## src/rtl/cnt_fe_pkg.sv

```systemverilog
package cnt_fe_pkg;

  // Control byte layout
  localparam int SEL_LO  = 5;
  localparam int SEL_HI  = 6;
  localparam int CFG_W   = 5;

  typedef enum logic [1:0] {
    TGT_CMD  = 2'd0,
    TGT_MODE = 2'd1,
    TGT_IO   = 2'd2,
    TGT_IDX  = 2'd3
  } tgt_e;

  typedef struct packed {
    logic ptr_clr;
    logic clr_flags;
    logic clr_err;
    logic ld_cnt;
    logic lat_cnt;
    logic ld_psc;
    logic wr_mode;
    logic wr_io;
    logic wr_idx;
  } ctl_cmd_t;

endpackage

```

## src/rtl/cfe_ctl_decode.sv

```systemverilog
module cfe_ctl_decode
  import cnt_fe_pkg::*;
#(
  parameter int DATA_W = 8
) (
  input  logic              en,
  input  logic [DATA_W-1:0] cbyte,
  output ctl_cmd_t          cmd
);

  tgt_e       tgt;
  logic [1:0] rs_fld;
  logic [1:0] ld_fld;

  assign tgt    = tgt_e'(cbyte[SEL_HI:SEL_LO]);
  assign rs_fld = cbyte[2:1];
  assign ld_fld = cbyte[4:3];

  always_comb begin
    cmd = '0;
    if (en) begin
      unique case (tgt)
        TGT_CMD: begin
          cmd.ptr_clr   = cbyte[0];
          cmd.clr_flags = (rs_fld == 2'd2);
          cmd.clr_err   = (rs_fld == 2'd3);
          cmd.ld_cnt    = (ld_fld == 2'd1);
          cmd.lat_cnt   = (ld_fld == 2'd2);
          cmd.ld_psc    = (ld_fld == 2'd3);
        end
        TGT_MODE: cmd.wr_mode = 1'b1;
        TGT_IO:   cmd.wr_io   = 1'b1;
        TGT_IDX:  cmd.wr_idx  = 1'b1;
        default:  cmd = '0;
      endcase
    end
  end

endmodule

```

## src/rtl/cfe_byte_ptr.sv

```systemverilog
module cfe_byte_ptr #(
  parameter int NBYTES = 3,
  localparam int PTR_W = (NBYTES > 1) ? $clog2(NBYTES) : 1
) (
  input  logic             clk,
  input  logic             rst_n,
  input  logic             clr,
  input  logic             step,
  output logic [PTR_W-1:0] ptr
);

  localparam logic [PTR_W-1:0] LAST = PTR_W'(NBYTES - 1);

  always_ff @(posedge clk or negedge rst_n) begin
    if (!rst_n)       ptr <= '0;
    else if (clr)     ptr <= '0;
    else if (step)    ptr <= (ptr == LAST) ? '0 : ptr + 1'b1;
  end

  // pointer never leaves the byte range
  a_r8_ptr_range: assert property (@(posedge clk) disable iff (!rst_n)
    ptr <= LAST);

  // pointer reset command lands on byte 0
  a_r3_ptr_clear: assert property (@(posedge clk) disable iff (!rst_n)
    clr |=> ptr == '0);

endmodule

```

## src/rtl/cfe_byte_regs.sv

```systemverilog
module cfe_byte_regs #(
  parameter int DATA_W = 8,
  parameter int NBYTES = 3,
  localparam int CNT_W = DATA_W * NBYTES,
  localparam int PTR_W = (NBYTES > 1) ? $clog2(NBYTES) : 1
) (
  input  logic              clk,
  input  logic              rst_n,
  input  logic [PTR_W-1:0]  ptr,
  input  logic              wr_en,
  input  logic [DATA_W-1:0] wr_byte,
  input  logic              lat_en,
  input  logic [CNT_W-1:0]  lat_val,
  input  logic              psc_ld,
  output logic [CNT_W-1:0]  preset,
  output logic [CNT_W-1:0]  latch,
  output logic [DATA_W-1:0] rd_byte,
  output logic [DATA_W-1:0] psc
);

  logic [DATA_W-1:0] lat_bytes [NBYTES];

  for (genvar b = 0; b < NBYTES; b++) begin : g_byte
    always_ff @(posedge clk or negedge rst_n) begin
      if (!rst_n) begin
        preset[b*DATA_W +: DATA_W] <= '0;
      end else if (wr_en && (ptr == PTR_W'(b))) begin
        preset[b*DATA_W +: DATA_W] <= wr_byte;
      end
    end
    assign lat_bytes[b] = latch[b*DATA_W +: DATA_W];
  end

  always_ff @(posedge clk or negedge rst_n) begin
    if (!rst_n)      latch <= '0;
    else if (lat_en) latch <= lat_val;
  end

  always_ff @(posedge clk or negedge rst_n) begin
    if (!rst_n)      psc <= '0;
    else if (psc_ld) psc <= preset[DATA_W-1:0];
  end

  always_comb begin
    rd_byte = lat_bytes[0];
    for (int b = 0; b < NBYTES; b++) begin
      if (ptr == PTR_W'(b)) rd_byte = lat_bytes[b];
    end
  end

  // prescaler takes the low preset byte present at the load edge
  a_r7_psc_load: assert property (@(posedge clk) disable iff (!rst_n)
    psc_ld |=> psc == $past(preset[DATA_W-1:0]));

  // latch captures the live count only on command
  a_r6_latch_capture: assert property (@(posedge clk) disable iff (!rst_n)
    lat_en |=> latch == $past(lat_val));

  a_r6_latch_hold: assert property (@(posedge clk) disable iff (!rst_n)
    !lat_en |=> $stable(latch));

endmodule

```

## src/rtl/cnt_byte_fe.sv

```systemverilog
module cnt_byte_fe
  import cnt_fe_pkg::*;
#(
  parameter int DATA_W = 8,
  parameter int NBYTES = 3,
  localparam int CNT_W = DATA_W * NBYTES,
  localparam int PTR_W = (NBYTES > 1) ? $clog2(NBYTES) : 1
) (
  input  logic              clk,
  input  logic              rst_n,
  input  logic              host_valid,
  output logic              host_ready,
  input  logic              host_write,
  input  logic              host_ctl,
  input  logic [DATA_W-1:0] host_wdata,
  output logic              rsp_valid,
  input  logic              rsp_ready,
  output logic [DATA_W-1:0] rsp_data,
  input  logic [CNT_W-1:0]  core_count,
  input  logic [3:0]        core_flags,
  input  logic              core_err,
  input  logic              core_up,
  output logic [CNT_W-1:0]  preset,
  output logic [DATA_W-1:0] psc,
  output logic              load_cnt,
  output logic              clr_flags,
  output logic              clr_err,
  output logic [CFG_W-1:0]  mode_cfg,
  output logic [CFG_W-1:0]  io_cfg,
  output logic [CFG_W-1:0]  idx_cfg
);

  logic acc, ctl_wr, dat_wr, dat_rd, ctl_rd;
  ctl_cmd_t cmd;
  logic [PTR_W-1:0]  ptr;
  logic [CNT_W-1:0]  latch;
  logic [DATA_W-1:0] rd_byte;
  logic [DATA_W-1:0] status_byte;

  assign host_ready = !rsp_valid;
  assign acc    = host_valid && host_ready;
  assign ctl_wr = acc &&  host_write &&  host_ctl;
  assign dat_wr = acc &&  host_write && !host_ctl;
  assign dat_rd = acc && !host_write && !host_ctl;
  assign ctl_rd = acc && !host_write &&  host_ctl;

  assign status_byte = DATA_W'({core_up, core_err, core_flags});

  cfe_ctl_decode #(.DATA_W(DATA_W)) u_dec (
    .en    (ctl_wr),
    .cbyte (host_wdata),
    .cmd   (cmd)
  );

  cfe_byte_ptr #(.NBYTES(NBYTES)) u_ptr (
    .clk   (clk),
    .rst_n (rst_n),
    .clr   (cmd.ptr_clr),
    .step  (dat_wr || dat_rd),
    .ptr   (ptr)
  );

  cfe_byte_regs #(.DATA_W(DATA_W), .NBYTES(NBYTES)) u_regs (
    .clk     (clk),
    .rst_n   (rst_n),
    .ptr     (ptr),
    .wr_en   (dat_wr),
    .wr_byte (host_wdata),
    .lat_en  (cmd.lat_cnt),
    .lat_val (core_count),
    .psc_ld  (cmd.ld_psc),
    .preset  (preset),
    .latch   (latch),
    .rd_byte (rd_byte),
    .psc     (psc)
  );

  // Command pulses, one cycle after the accepted write
  always_ff @(posedge clk or negedge rst_n) begin
    if (!rst_n) begin
      load_cnt  <= 1'b0;
      clr_flags <= 1'b0;
      clr_err   <= 1'b0;
    end else begin
      load_cnt  <= cmd.ld_cnt;
      clr_flags <= cmd.clr_flags;
      clr_err   <= cmd.clr_err;
    end
  end

  // Configuration fields
  always_ff @(posedge clk or negedge rst_n) begin
    if (!rst_n) begin
      mode_cfg <= '0;
      io_cfg   <= '0;
      idx_cfg  <= '0;
    end else begin
      if (cmd.wr_mode) mode_cfg <= host_wdata[CFG_W-1:0];
      if (cmd.wr_io)   io_cfg   <= host_wdata[CFG_W-1:0];
      if (cmd.wr_idx)  idx_cfg  <= host_wdata[CFG_W-1:0];
    end
  end

  // Read response channel
  always_ff @(posedge clk or negedge rst_n) begin
    if (!rst_n) begin
      rsp_valid <= 1'b0;
      rsp_data  <= '0;
    end else if (dat_rd) begin
      rsp_valid <= 1'b1;
      rsp_data  <= rd_byte;
    end else if (ctl_rd) begin
      rsp_valid <= 1'b1;
      rsp_data  <= status_byte;
    end else if (rsp_valid && rsp_ready) begin
      rsp_valid <= 1'b0;
    end
  end

  // a stalled response holds
  a_r11_rsp_hold: assert property (@(posedge clk) disable iff (!rst_n)
    rsp_valid && !rsp_ready |=> rsp_valid && $stable(rsp_data));

  // configuration writes never act as commands
  a_r12_no_cmd_side: assert property (@(posedge clk) disable iff (!rst_n)
    ctl_wr && (host_wdata[SEL_HI:SEL_LO] != 2'd0)
      |=> !load_cnt && !clr_flags && !clr_err && $stable(psc));

  // the two clear pulses are never high together
  a_r4_clr_excl: assert property (@(posedge clk) disable iff (!rst_n)
    $onehot0({clr_flags, clr_err}));

  // load pulse follows an accepted command write
  a_r5_load_src: assert property (@(posedge clk) disable iff (!rst_n)
    $rose(load_cnt) |-> $past(ctl_wr));

endmodule

```

## config.mk

```make
export PLATFORM = sky130hd
export DESIGN_NAME = cnt_byte_fe
export DESIGN_NICKNAME = d
export VERILOG_FILES = /design/src/rtl/cnt_fe_pkg.sv /design/src/rtl/cfe_ctl_decode.sv /design/src/rtl/cfe_byte_ptr.sv /design/src/rtl/cfe_byte_regs.sv /design/src/rtl/cnt_byte_fe.sv
export SDC_FILE = /design/constraint.sdc
export NUM_CORES = 1
export LEC_CHECK = 0
export CORE_MARGIN = 3
export CORE_UTILIZATION = 51
export CTS_CLUSTER_SIZE = 28
export DETAILED_ROUTE_END_ITERATION = 8
export HOLD_SLACK_MARGIN = 0.1
export PLACE_DENSITY = 0.93
export SLEW_MARGIN = 20
export SYNTH_ARGS = -nofsm -noshare
export SYNTH_HDL_FRONTEND = slang
export SYNTH_SLANG_ARGS = --single-unit
export TNS_END_PERCENT = 100
```

## constraint.sdc

```tcl
create_clock -name clk -period 3.28 [get_ports clk]
set_input_delay 0.328 -clock clk [delete_from_list [all_inputs] [get_ports clk]]
set_output_delay 0.328 -clock clk [all_outputs]
set_load 0.005 [all_outputs]
```

Word level (Yosys, flattened, before mapping):

Index checks and enable logic that the tools add are counted.

* add/subtract/negate cells: 1
* equality and inequality tests: 10
* muxes and demuxes: 15
* reduce and logical (&&, ||, !) cells: 20

Operator list (count)
* 8-bit 2-to-1 mux: 4
* 2-bit == test, second input constant: 7
* 1-bit logical AND: 11
* 9-bit 2-to-1 mux: 1
* 2-bit by 1-bit == test with 1-bit output, second input constant: 3
* 1-bit 2-to-1 mux: 6
* 2-bit 2-to-1 mux: 3
* 6-bit 2-to-1 mux: 1
* 2-bit zero test: 2
* 2-bit nonzero test: 2
* 1-bit zero test: 3
* 3-bit nonzero test: 1
* 2-bit by 1-bit adder with 2-bit output, second input constant: 1
* 1-bit logical OR: 1

* bits in registers: 85
* input port bits: 44
* output and inout bits: 60

Longest topological paths before layout:

Gate-level depths: netlist of the first run.

* word-level depth: 7
* depth in mapped cells: 5
* depth with buffers taken out: 3

Cells and area by module:

A second synthesis of the first run with hierarchy kept.

* cell total of the unflattened synthesis: 231
* area, all modules: 3627.2 um^2

By module, submodules not included
* cfe_byte_regs: instances 1, cells an instance 146, area an instance 2369.8 um^2
* cnt_byte_fe: instances 1, cells an instance 65, area an instance 1072.3 um^2
* cfe_ctl_decode: instances 1, cells an instance 12, area an instance 96.3 um^2
* cfe_byte_ptr: instances 1, cells an instance 8, area an instance 88.8 um^2

Least setup slack after synthesis of the first run:

OpenSTA, ideal clock, no wires.

* path kind: register -> register
* start: register rsp_valid
* end: register u_regs.latch[10]
* setup time: 0.127 ns
* arrival time: 1.584 ns
* setup slack: 1.569 ns
* cell stages (with the launch flop): 5
* path buffers: 1
* period minus slack after synthesis: 1.711 ns
* path through: dfrtp_1 nand4b_4 nor4_4 buf_6 mux2_1

* word-level cells in the longest chain between the ends: 5

Ends and longest elaborated chain
* start: declaration: line cnt_byte_fe.sv:16 `output logic rsp_valid,`
* start signal: assignment: line cnt_byte_fe.sv:107 `rsp_valid <= 1'b0;`
* start signal: assignment: line cnt_byte_fe.sv:110 `rsp_valid <= 1'b1;`
* start signal: assignment: line cnt_byte_fe.sv:113 `rsp_valid <= 1'b1;`
* 1-bit zero test: line cnt_byte_fe.sv:40 `assign host_ready = !rsp_valid;`
* 1-bit logical AND: line cnt_byte_fe.sv:41 `assign acc = host_valid && host_ready;`
* 1-bit logical AND (2 in a row): line cnt_byte_fe.sv:42 `assign ctl_wr = acc && host_write && host_ctl;`
* 9-bit 2-to-1 mux: line cfe_ctl_decode.sv:21 `if (en) begin`
* end signal: assignment: line cfe_byte_regs.sv:36 `else if (lat_en) latch <= lat_val;`
* end: declaration: line cfe_byte_regs.sv:16 `output logic [CNT_W-1:0] latch,`

Every way passes these cells.
A chain may end at the register's enable or synchronous reset.

Worst setup path in the final report of the first run:

* start: input port host_ctl
* end: register u_regs.psc[1]

* word-level cells in the longest chain between the ends: 2

Ends and longest elaborated chain
* start: declaration: line cnt_byte_fe.sv:14 `input logic host_ctl,`
* 1-bit logical AND: line cnt_byte_fe.sv:42
* 9-bit 2-to-1 mux: line cfe_ctl_decode.sv:21
* end signal: assignment: line cfe_byte_regs.sv:41 `else if (psc_ld) psc <= preset[DATA_W-1:0];`
* end: declaration: line cfe_byte_regs.sv:18 `output logic [DATA_W-1:0] psc`

Every way passes these cells.

==> flow_metrics.tcl, run 1 <==
set metrics [dict create \
    swShare 0.285 \
    syn_area_per_cell_sq_um 15.0 \
    met3WireLength_um 244 \
    cts_buffer_depth 2 \
    core_area_sq_um 6830 \
    final.setup.tns_ns 0 \
    critical_path.max_fanout 10 \
    yosysSeqAreaShare 0.590 \
    antenna_found_initial 0 \
    clkTransAtPathRegs_ns 0.08 \
    firstDrtPassIters 4 \
    clock_skew_ns 0.0143 \
    routed_wl_mm 7.85 \
    vias 2368 \
    tightest_slew_ns 0.775 \
    antenna_left 0 \
    met2WireLength_mm 4.23 \
    overflow 0 \
    die_area_sq_um 8110 \
    die-width_um 90.1 \
    critPathLaunchType "input port" \
    fp.dieH_um 90.1 \
    synthCells 241 \
    net-switching-power_w 0.000925 \
    post-route-period-util 0.621 \
    wire_per_inst_um 17.5 \
    clock.fmax_mhz 491 \
    root_buffer "clkbuf_8" \
    cp_data_arrival_time_ns 2.28 \
    first_global_vias 2535 \
    fillers 475 \
    combPwrFrac 0.330 \
    drtIter0Drc 113 \
    antennaDiodeCount 0 \
    io_pins 104 \
    synth_fp_nets 285 \
    num-nets-final 392 \
    crit_required_ns 3.52 \
    grt_setup_unrepaired "no" \
    numCtsBuffers 9 \
    maxSlewViolCount 0 \
    synth-seq-cells 85 \
    multi_input_area_sq_um 1400 \
    track_usage 0.202 \
    gp_congestion 0.804 \
    internal_power_w 0.00232 \
    slew_headroom 0.482 \
    total_leakage_power_nw 2.20 \
    clock_latency_ns 0.36 \
    drive_above_1_share 0.235 \
    dp_slack_ns 0.844 \
    status "completed" \
    cts_max_level 3 \
    clockPowerShare 0.208 \
    routed.top_layer "met4" \
    cts_tree "yes" \
    cts_hold_buf 0 \
    ff2ff_path_depth 3 \
    peakVddDrop_mv 0.417 \
    setup_viol 0 \
    cts_setup_buffers 0 \
    netlist_area_sq_um 3600 \
    grt_pass1_wl_mm 12.8 \
    grt_max_degree 86 \
    ys_warn_count 0 \
    drc_errors 0 \
    post_cts_resized 0 \
    critPathCaptureType "flop" \
    hold_path_class "flop to flop" \
    power.density_nw_per_um2 663 \
    drt-met1-wl_mm 3.21 \
    regArea_sq_um 2130 \
    io_buffers 103 \
    finalCriticalPeriod_ns 2.04 \
    row_count 30 \
    clkSinkCount 85 \
    drv_cap 0 \
    fin_ws_ns 1.24 \
    p_seq_frac 0.462 \
    holdPathStages 1 \
    post-dp-hpwl_mm 5.64 \
    vias_per_cell 5.27 \
    crit_type "input port to flop" \
    synth.distinct_cells 29 \
    area_delta_synth_final_pct 36.0 \
    start_util 0.527 \
    hold_viol 0 \
]
-- logic make-up (layout without fill, tap and decap cells) --
family / after synthesis / count (layout) / share of synthesized area
compound gates: 11 / 11 / 0.0215
buf+inv: 14 / 126 / 0.0215
mux: 97 / 97 / 0.296
simple gates: 34 / 34 / 0.0705
flops: 85 / 85 / 0.590
-- sequential cells by signal (all words and copies together) (netlist names) --
register       cells
io_cfg             5
rsp_data           8
mode_cfg           5
idx_cfg            5
u_regs.preset     24
rsp_valid          1
clr_err            1
u_ptr.ptr          2
clr_flags          1
u_regs.psc         8
load_cnt           1
u_regs.latch      24
-- metrics by stage --
stage	util	power (W)	hold WS, ns	cell area [sq um]	cells
3_3_place_gp	0.689	0.00255	0.468	4710	432
6_report	0.717	0.00325	0.490	4900	449
3_5_place_dp	0.689	0.00260	0.475	4710	432
4_1_cts	0.715	0.00328	0.181	4890	448
5_1_grt	0.717	0.00343	0.509	4900	449
2_1_floorplan	-	0.00194	0.0324	3600	241
-- power by group through the flow --
stage	Combinational, W	Sequential, W	Clock [W]
CTS	0.00109	0.00150	0.000691
global route	0.00115	0.00154	0.000743
global placement	0.00104	0.00150	0
finish	0.00107	0.00150	0.000675
floorplan	0.000448	0.00149	0
detailed placement	0.00108	0.00152	0
-- synthesized netlist by cell type --
library cell | count | share of area
dfrtp_1 | 85 | 0.59
mux2_2 | 57 | 0.18
mux2_1 | 20 | 0.063
mux2i_1 | 20 | 0.056
nand3_1 | 8 | 0.011
nand2_1 | 7 | 0.0073
o211ai_1 | 6 | 0.012
buf_2 | 5 | 0.0069
inv_1 | 3 | 0.0031
nor3_1 | 3 | 0.0042
a21oi_1 | 2 | 0.0028
a22o_1 | 2 | 0.0049
and3b_1 | 2 | 0.0049
buf_6 | 2 | 0.0062
clkbuf_1 | 2 | 0.0021
nand2b_1 | 2 | 0.0035
nor2_1 | 2 | 0.0021
nor4_4 | 2 | 0.012
and3_1 | 1 | 0.0017
buf_1 | 1 | 0.0010
buf_4 | 1 | 0.0021
nand4b_2 | 1 | 0.0042
nand4b_4 | 1 | 0.0066
nor2b_1 | 1 | 0.0017
nor3b_1 | 1 | 0.0021
nor3b_4 | 1 | 0.0052
o21ai_0 | 1 | 0.0014
or3_1 | 1 | 0.0017
or3b_2 | 1 | 0.0024
-- final timing paths --
kind,start,to,slack (ns)
min reg2reg,u_regs.latch[17]$_DFFE_PN0P_,u_regs.latch[17]$_DFFE_PN0P_,0.49
max,host_ctl,u_regs.psc[1]$_DFFE_PN0P_,1.24
max reg2reg,rsp_valid$_DFFE_PN0P_,u_regs.psc[1]$_DFFE_PN0P_,1.43
min,u_regs.latch[17]$_DFFE_PN0P_,u_regs.latch[17]$_DFFE_PN0P_,0.49
max in group asynchronous,rst_n,u_regs.latch[17]$_DFFE_PN0P_,2.18
min in group asynchronous,rst_n,u_regs.psc[4]$_DFFE_PN0P_,0.57
-- routing by layer --
layer,up-vias,global-route usage
met3,13,0.0377
met4,0,0.0893
met1,1208,0.240
met5,-,0
met2,54,0.358
li1,1093,-
-- layout make-up --
cell class,instances,share of cell area
Clock inverter,7,0.0112
Timing Repair Buffer,107,0.217
Multi-Input combinational cell,142,0.285
Clock buffer,9,0.0253
Tap cell,96,0.0245
Sequential cell,85,0.434
Inverter,3,0.00230
-- cell usage in the layout (no fill, tap or decap), types with 2 or more instances in the layout --
master           Yosys  routed
clkdlybuf4s50_1      0     102
dfrtp_1             85      85
mux2_2              57      57
mux2_1              20      20
mux2i_1             20      20
clkbuf_8             0       9
nand3_1              8       8
nand2_1              7       7
o211ai_1             6       6
nor3_1               3       3
inv_1                3       3
inv_6                0       3
buf_4                1       3
and3b_1              2       2
nor4_4               2       2
nand2b_1             2       2
nor2_1               2       2
a22o_1               2       2
a21oi_1              2       2
clkinvlp_4           0       2
-- worst max-delay path: stages --
cell             delay, ns
clkdlybuf4s50_1       0.74
nand4b_4              0.22
nor4_4                0.57
mux2_2                0.40
Power figures use the tool's default switching activity.
==> run 2: changes to the inputs <==
--- a/config.mk
+++ b/config.mk
@@ -6,11 +6,11 @@
 export NUM_CORES = 1
 export LEC_CHECK = 0
 export CORE_MARGIN = 3
-export CORE_UTILIZATION = 51
+export CORE_UTILIZATION = 47
 export CTS_CLUSTER_SIZE = 28
 export DETAILED_ROUTE_END_ITERATION = 8
 export HOLD_SLACK_MARGIN = 0.1
-export PLACE_DENSITY = 0.93
+export PLACE_DENSITY = 0.87
 export SLEW_MARGIN = 20
 export SYNTH_ARGS = -nofsm -noshare
 export SYNTH_HDL_FRONTEND = slang
==> constraint.sdc (replaced) <==
create_clock -name clk -period 2 [get_ports clk]
set_input_delay 0.2 -clock clk [delete_from_list [all_inputs] [get_ports clk]]
set_output_delay 0.2 -clock clk [all_outputs]
set_load 0.005 [all_outputs]
==> flow_metrics.tcl, run 2 (synthesized netlist as in run 1, its figures left out) <==
set metrics [dict create \
    status "completed" \
    critPathCaptureType "output pin" \
    maxSlewViolCount 0 \
    gr-usage-met3 0.0402 \
    largestRegisters "u_regs.latch x24, u_regs.preset x24" \
    row_count 31 \
    routed_wl_mm 8.10 \
    vias 2392 \
    hold_viol 0 \
    crit_type "flop to output pin" \
    antenna_found_initial 0 \
    total_leakage_power_nw 2.28 \
    grt_max_degree 47 \
    cts_tree "yes" \
    num-nets-final 409 \
    grt_util_met1 0.236 \
    wire_per_inst_um 17.3 \
    core_area_sq_um 7330 \
    die-width_um 93.6 \
    post-dp-hpwl_mm 6.11 \
    vias_per_cell 5.10 \
    r2r-start "rsp_valid$_DFFE_PN0P_" \
    start_util 0.492 \
    post-route-period-util 0.840 \
    post_cts_resized 0 \
    max_stage_delay_ns 0.52 \
    first_global_vias 2554 \
    power.density_nw_per_um2 1060 \
    final.setup.tns_ns 0 \
    track_usage 0.196 \
    critical_path.max_fanout 5 \
    drv_cap 0 \
    clkSinkCount 85 \
    clkTransAtPathRegs_ns 0.09 \
    io_pins 104 \
    grt_pass1_wl_mm 13.0 \
    overflow 0 \
    crit_family "buffers and inverters" \
    crit_required_ns 1.80 \
    final_cell_mix "clkdlybuf4s50_1, dfrtp_1, mux2_2" \
    gp_congestion 0.823 \
    drc_errors 0 \
    r2r-end "idx_cfg[4]$_DFFE_PN0P_" \
    clock_skew_ns 0.0102 \
    grtUsageMet2 0.344 \
    path_buf_inv 3 \
    tightest_slew_ns 0.532 \
    slew_headroom 0.643 \
    ff2ff_path_depth 4 \
    critPathLaunchType "flop" \
    final_common_cell "clkdlybuf4s50_1" \
    root_buffer "clkbuf_8" \
    hold_path_class "input port to async pin" \
    clock.fmax_mhz 595 \
    antennaDiodeCount 0 \
    area_delta_synth_final_pct 40.4 \
    crit_path_top_delay_cell "clkdlybuf4s50_1" \
    setup_viol 0 \
    antenna_left 0 \
    clock_latency_ns 0.34 \
    ff2ff_setup_slack_ns 0.36 \
    cp_data_arrival_time_ns 1.48 \
    cts_max_level 3 \
    finalCriticalPeriod_ns 1.68 \
    numCtsBuffers 9 \
    firstDrtPassIters 4 \
    io_buffers 103 \
    fp.dieH_um 93.6 \
    die_area_sq_um 8750 \
    grt_setup_unrepaired "no" \
    cp_cell_sequence "buf_4 -> inv_1 -> clkdlybuf4s50_1" \
    cts_buffer_depth 2 \
    drive_above_1_share 0.270 \
    final_util 0.690 \
    drtIter0Drc 113 \
    gr-max-usage-layer "met2" \
    peakVddDrop_mv 0.475 \
]
[run 2: changes by cell type in the layout (fill, tap and decap cells not counted), sizes merged]
cell      previous run  this run
clkinvlp             2         4
clkinv               2         1
buf                  4        21
clkbuf               9        10
inv                  6         4
[run 2: area by class of cell]
class	instances	area, sq um
clock inverter	6	47.5
clock buffer	10	138
fill	513	2270
sequential	85	2130
multi-input combinational	142	1400
timing repair buffer	124	1210
tap	99	124
inverter	3	11.3
[run 2: worst max path at each step]
stage	from	end	cells after the start
2_1_floorplan	rsp_valid$_DFFE_PN0P_	u_regs.latch[10]$_DFFE_PN0P_	4
3_3_place_gp	host_valid	idx_cfg[3]$_DFFE_PN0P_	5
5_1_grt	rsp_valid$_DFFE_PN0P_	host_ready	3
6_report	rsp_valid$_DFFE_PN0P_	host_ready	3
3_5_place_dp	host_valid	idx_cfg[1]$_DFFE_PN0P_	5
4_1_cts	rsp_valid$_DFFE_PN0P_	host_ready	3
[run 2: report_power, final]
group          switching [W]  leakage (nW)  internal, W
clock network       0.000621        0.0811     0.000491
logic               0.000590          1.09      0.00121
registers           0.000300          1.10      0.00217
[run 2: repair_timing]
item | 4_1_cts | 5_1_grt
hold buffers | 1 | 0
hold endpoints to repair | 39 | 0
setup buffers | 0 | 0
[run 2: metal layers]
metal	share of wire	wire [um]	vias up
li1	-	-	1117
met1	0.40	3250	1212
met2	0.55	4450	53
met3	0.034	272	10
met4	0.016	133	0
met5	0	0	-
[run 2: stage by stage]
| stage | setup WS (ns) | hold WS (ns) | instances | power (W) | cell area (sq um) |
|---|---|---|---|---|---|
| 2_1_floorplan | 0.289 | -0.0956 | 241 | 0.00318 | 3600 |
| 3_3_place_gp | 0.0884 | 0.203 | 452 | 0.00424 | 4860 |
| 3_5_place_dp | 0.0355 | 0.209 | 452 | 0.00432 | 4860 |
| 4_1_cts | 0.286 | 0.370 | 469 | 0.00544 | 5060 |
| 5_1_grt | 0.280 | 0.425 | 469 | 0.00569 | 5060 |
| 6_report | 0.320 | 0.367 | 469 | 0.00538 | 5060 |
==> run 3: changes to the inputs <==
==> constraint.sdc (replaced) <==
create_clock -name clk -period 1.6 [get_ports clk]
set_input_delay 0.16 -clock clk [delete_from_list [all_inputs] [get_ports clk]]
set_output_delay 0.16 -clock clk [all_outputs]
set_load 0.005 [all_outputs]
==> flow_metrics.tcl, run 3 (synthesized netlist as in run 1, its figures left out) <==
set metrics [dict create \
    multi_input_area_sq_um 1450 \
    final_cell_mix "clkdlybuf4s50_1, dfrtp_1, mux2_2" \
    regArea_sq_um 2130 \
    clkTransAtPathRegs_ns 0.09 \
    antennaDiodeCount 0 \
    grt_pass1_wl_mm 13.3 \
    routed_wl_mm 8.47 \
    cts_tree "yes" \
    r2r-end "idx_cfg[0]$_DFFE_PN0P_" \
    start_util 0.492 \
    fin_ws_ns 0.00703 \
    clock_latency_ns 0.35 \
    io_buffers 103 \
    critical_path.max_fanout 5 \
    critPathLaunchType "flop" \
    crit_required_ns 1.83 \
    crit_type "flop to flop" \
    fin_area_sq_um 5170 \
    antenna_left 0 \
    crit_family "simple AND/OR/NAND/NOR gates" \
    grt_setup_unrepaired "yes" \
    overflow 0 \
    final_common_cell "clkdlybuf4s50_1" \
    swShare 0.287 \
    clock_skew_ns 0.0120 \
    grt_max_degree 30 \
    setup_viol 0 \
    fin_total_pwr_w 0.00680 \
    post-dp-hpwl_mm 6.36 \
    antenna_found_initial 0 \
    row_count 31 \
    cp_cell_sequence "nand4b_4 -> or3_1 -> mux2_2" \
    numCtsBuffers 9 \
    tightest_slew_ns 0.389 \
    ff2ff_setup_slack_ns 0.007 \
    cts_setup_buffers 0 \
    gr-max-usage-layer "met2" \
    cp_data_arrival_time_ns 1.82 \
    core_area_sq_um 7330 \
    status "completed" \
    net-switching-power_w 0.00195 \
    internal_power_w 0.00485 \
    slew_headroom 0.740 \
    firstDrtPassIters 4 \
    vias 2470 \
    area_delta_synth_final_pct 43.6 \
    hold_viol 0 \
    first_global_vias 2618 \
    largestRegisters "u_regs.latch x24, u_regs.preset x24" \
    drv_cap 0 \
    drive_above_1_share 0.292 \
    power.density_nw_per_um2 1310 \
    dp_slack_ns -0.258 \
    gr-usage-met3 0.0354 \
    post-route-period-util 0.996 \
    grt_util_met1 0.242 \
    vias_per_cell 5.19 \
    max_stage_delay_ns 0.49 \
    clkSinkCount 85 \
    finalCriticalPeriod_ns 1.59 \
    cts_buffer_depth 2 \
    peakVddDrop_mv 0.859 \
    grtUsageMet2 0.344 \
    ff2ff_path_depth 3 \
    cts_max_level 3 \
    root_buffer "clkbuf_8" \
    die-width_um 93.6 \
    total_leakage_power_nw 2.34 \
    final.setup.tns_ns 0 \
    p_seq_frac 0.452 \
    hold_path_class "input port to async pin" \
    io_pins 104 \
    path_buf_inv 0 \
    critPathCaptureType "flop" \
    maxSlewViolCount 0 \
    hold_ws_ns 0.262 \
    crit_path_top_delay_cell "or3_1" \
    num-nets-final 416 \
    clock.fmax_mhz 628 \
    fillers 487 \
    combPwrFrac 0.345 \
    clockPowerShare 0.203 \
    gp_congestion 0.837 \
    fp.dieH_um 93.6 \
    wire_per_inst_um 17.8 \
    dpl_cell_area_sq_um 4920 \
    drtIter0Drc 110 \
    r2r-start "rsp_valid$_DFFE_PN0P_" \
    track_usage 0.199 \
    drc_errors 0 \
    die_area_sq_um 8750 \
]
==> run 3: area by class of cell <==
class / count / share of cell area
clock buffer: 9 / 0.0239
clock inverter: 7 / 0.0106
inverter: 3 / 0.00218
multi-input combinational: 142 / 0.279
sequential: 85 / 0.411
tap: 99 / 0.0239
timing repair buffer: 131 / 0.249
==> run 3: worst max path at each step <==
stage                              endpoint  cells after the start                   from
2_1_floorplan  u_regs.latch[10]$_DFFE_PN0P_                      4  rsp_valid$_DFFE_PN0P_
3_3_place_gp        mode_cfg[4]$_DFFE_PN0P_                      6             host_write
3_5_place_dp        mode_cfg[3]$_DFFE_PN0P_                      6             host_valid
4_1_cts         u_regs.latch[1]$_DFFE_PN0P_                      4  rsp_valid$_DFFE_PN0P_
5_1_grt         u_regs.latch[1]$_DFFE_PN0P_                      4  rsp_valid$_DFFE_PN0P_
6_report             idx_cfg[0]$_DFFE_PN0P_                      3  rsp_valid$_DFFE_PN0P_
==> run 3: timing repair <==
item,4_1_cts,5_1_grt
resized for setup,2,16
hold buffers,1,0
pin swaps,0,3
hold endpoints to repair,65,0
endpoints found under the setup margin,3,59
cloned,0,0
==> run 3: power by group through the flow <==
stage,logic [W],registers [W],clock network [W]
6_report,0.00235,0.00307,0.00138
5_1_grt,0.00251,0.00315,0.00151
4_1_cts,0.00234,0.00307,0.00142
3_5_place_dp,0.00233,0.00311,0
3_3_place_gp,0.00226,0.00307,0
2_1_floorplan,0.000918,0.00306,0
==> run 3: per-layer routing <==
metal,wire (um),vias up
met2,4550,62
met5,0,-
met3,286,15
met4,199,0
li1,-,1135
met1,3430,1258
==> run 3: stage by stage <==
step                std cells  utilization
floorplan                 241            -
global placement          459        0.671
detailed placement        459        0.671
CTS                       476        0.697
global route              476        0.706
finish                    476        0.706
==> run 3: worst register-to-register path: cells and delay by family, from the launching register on <==
family / cells / cell delay (ns)
DFF: 1 / 0.42
and+or+nand+nor: 2 / 0.74
muxes: 1 / 0.32
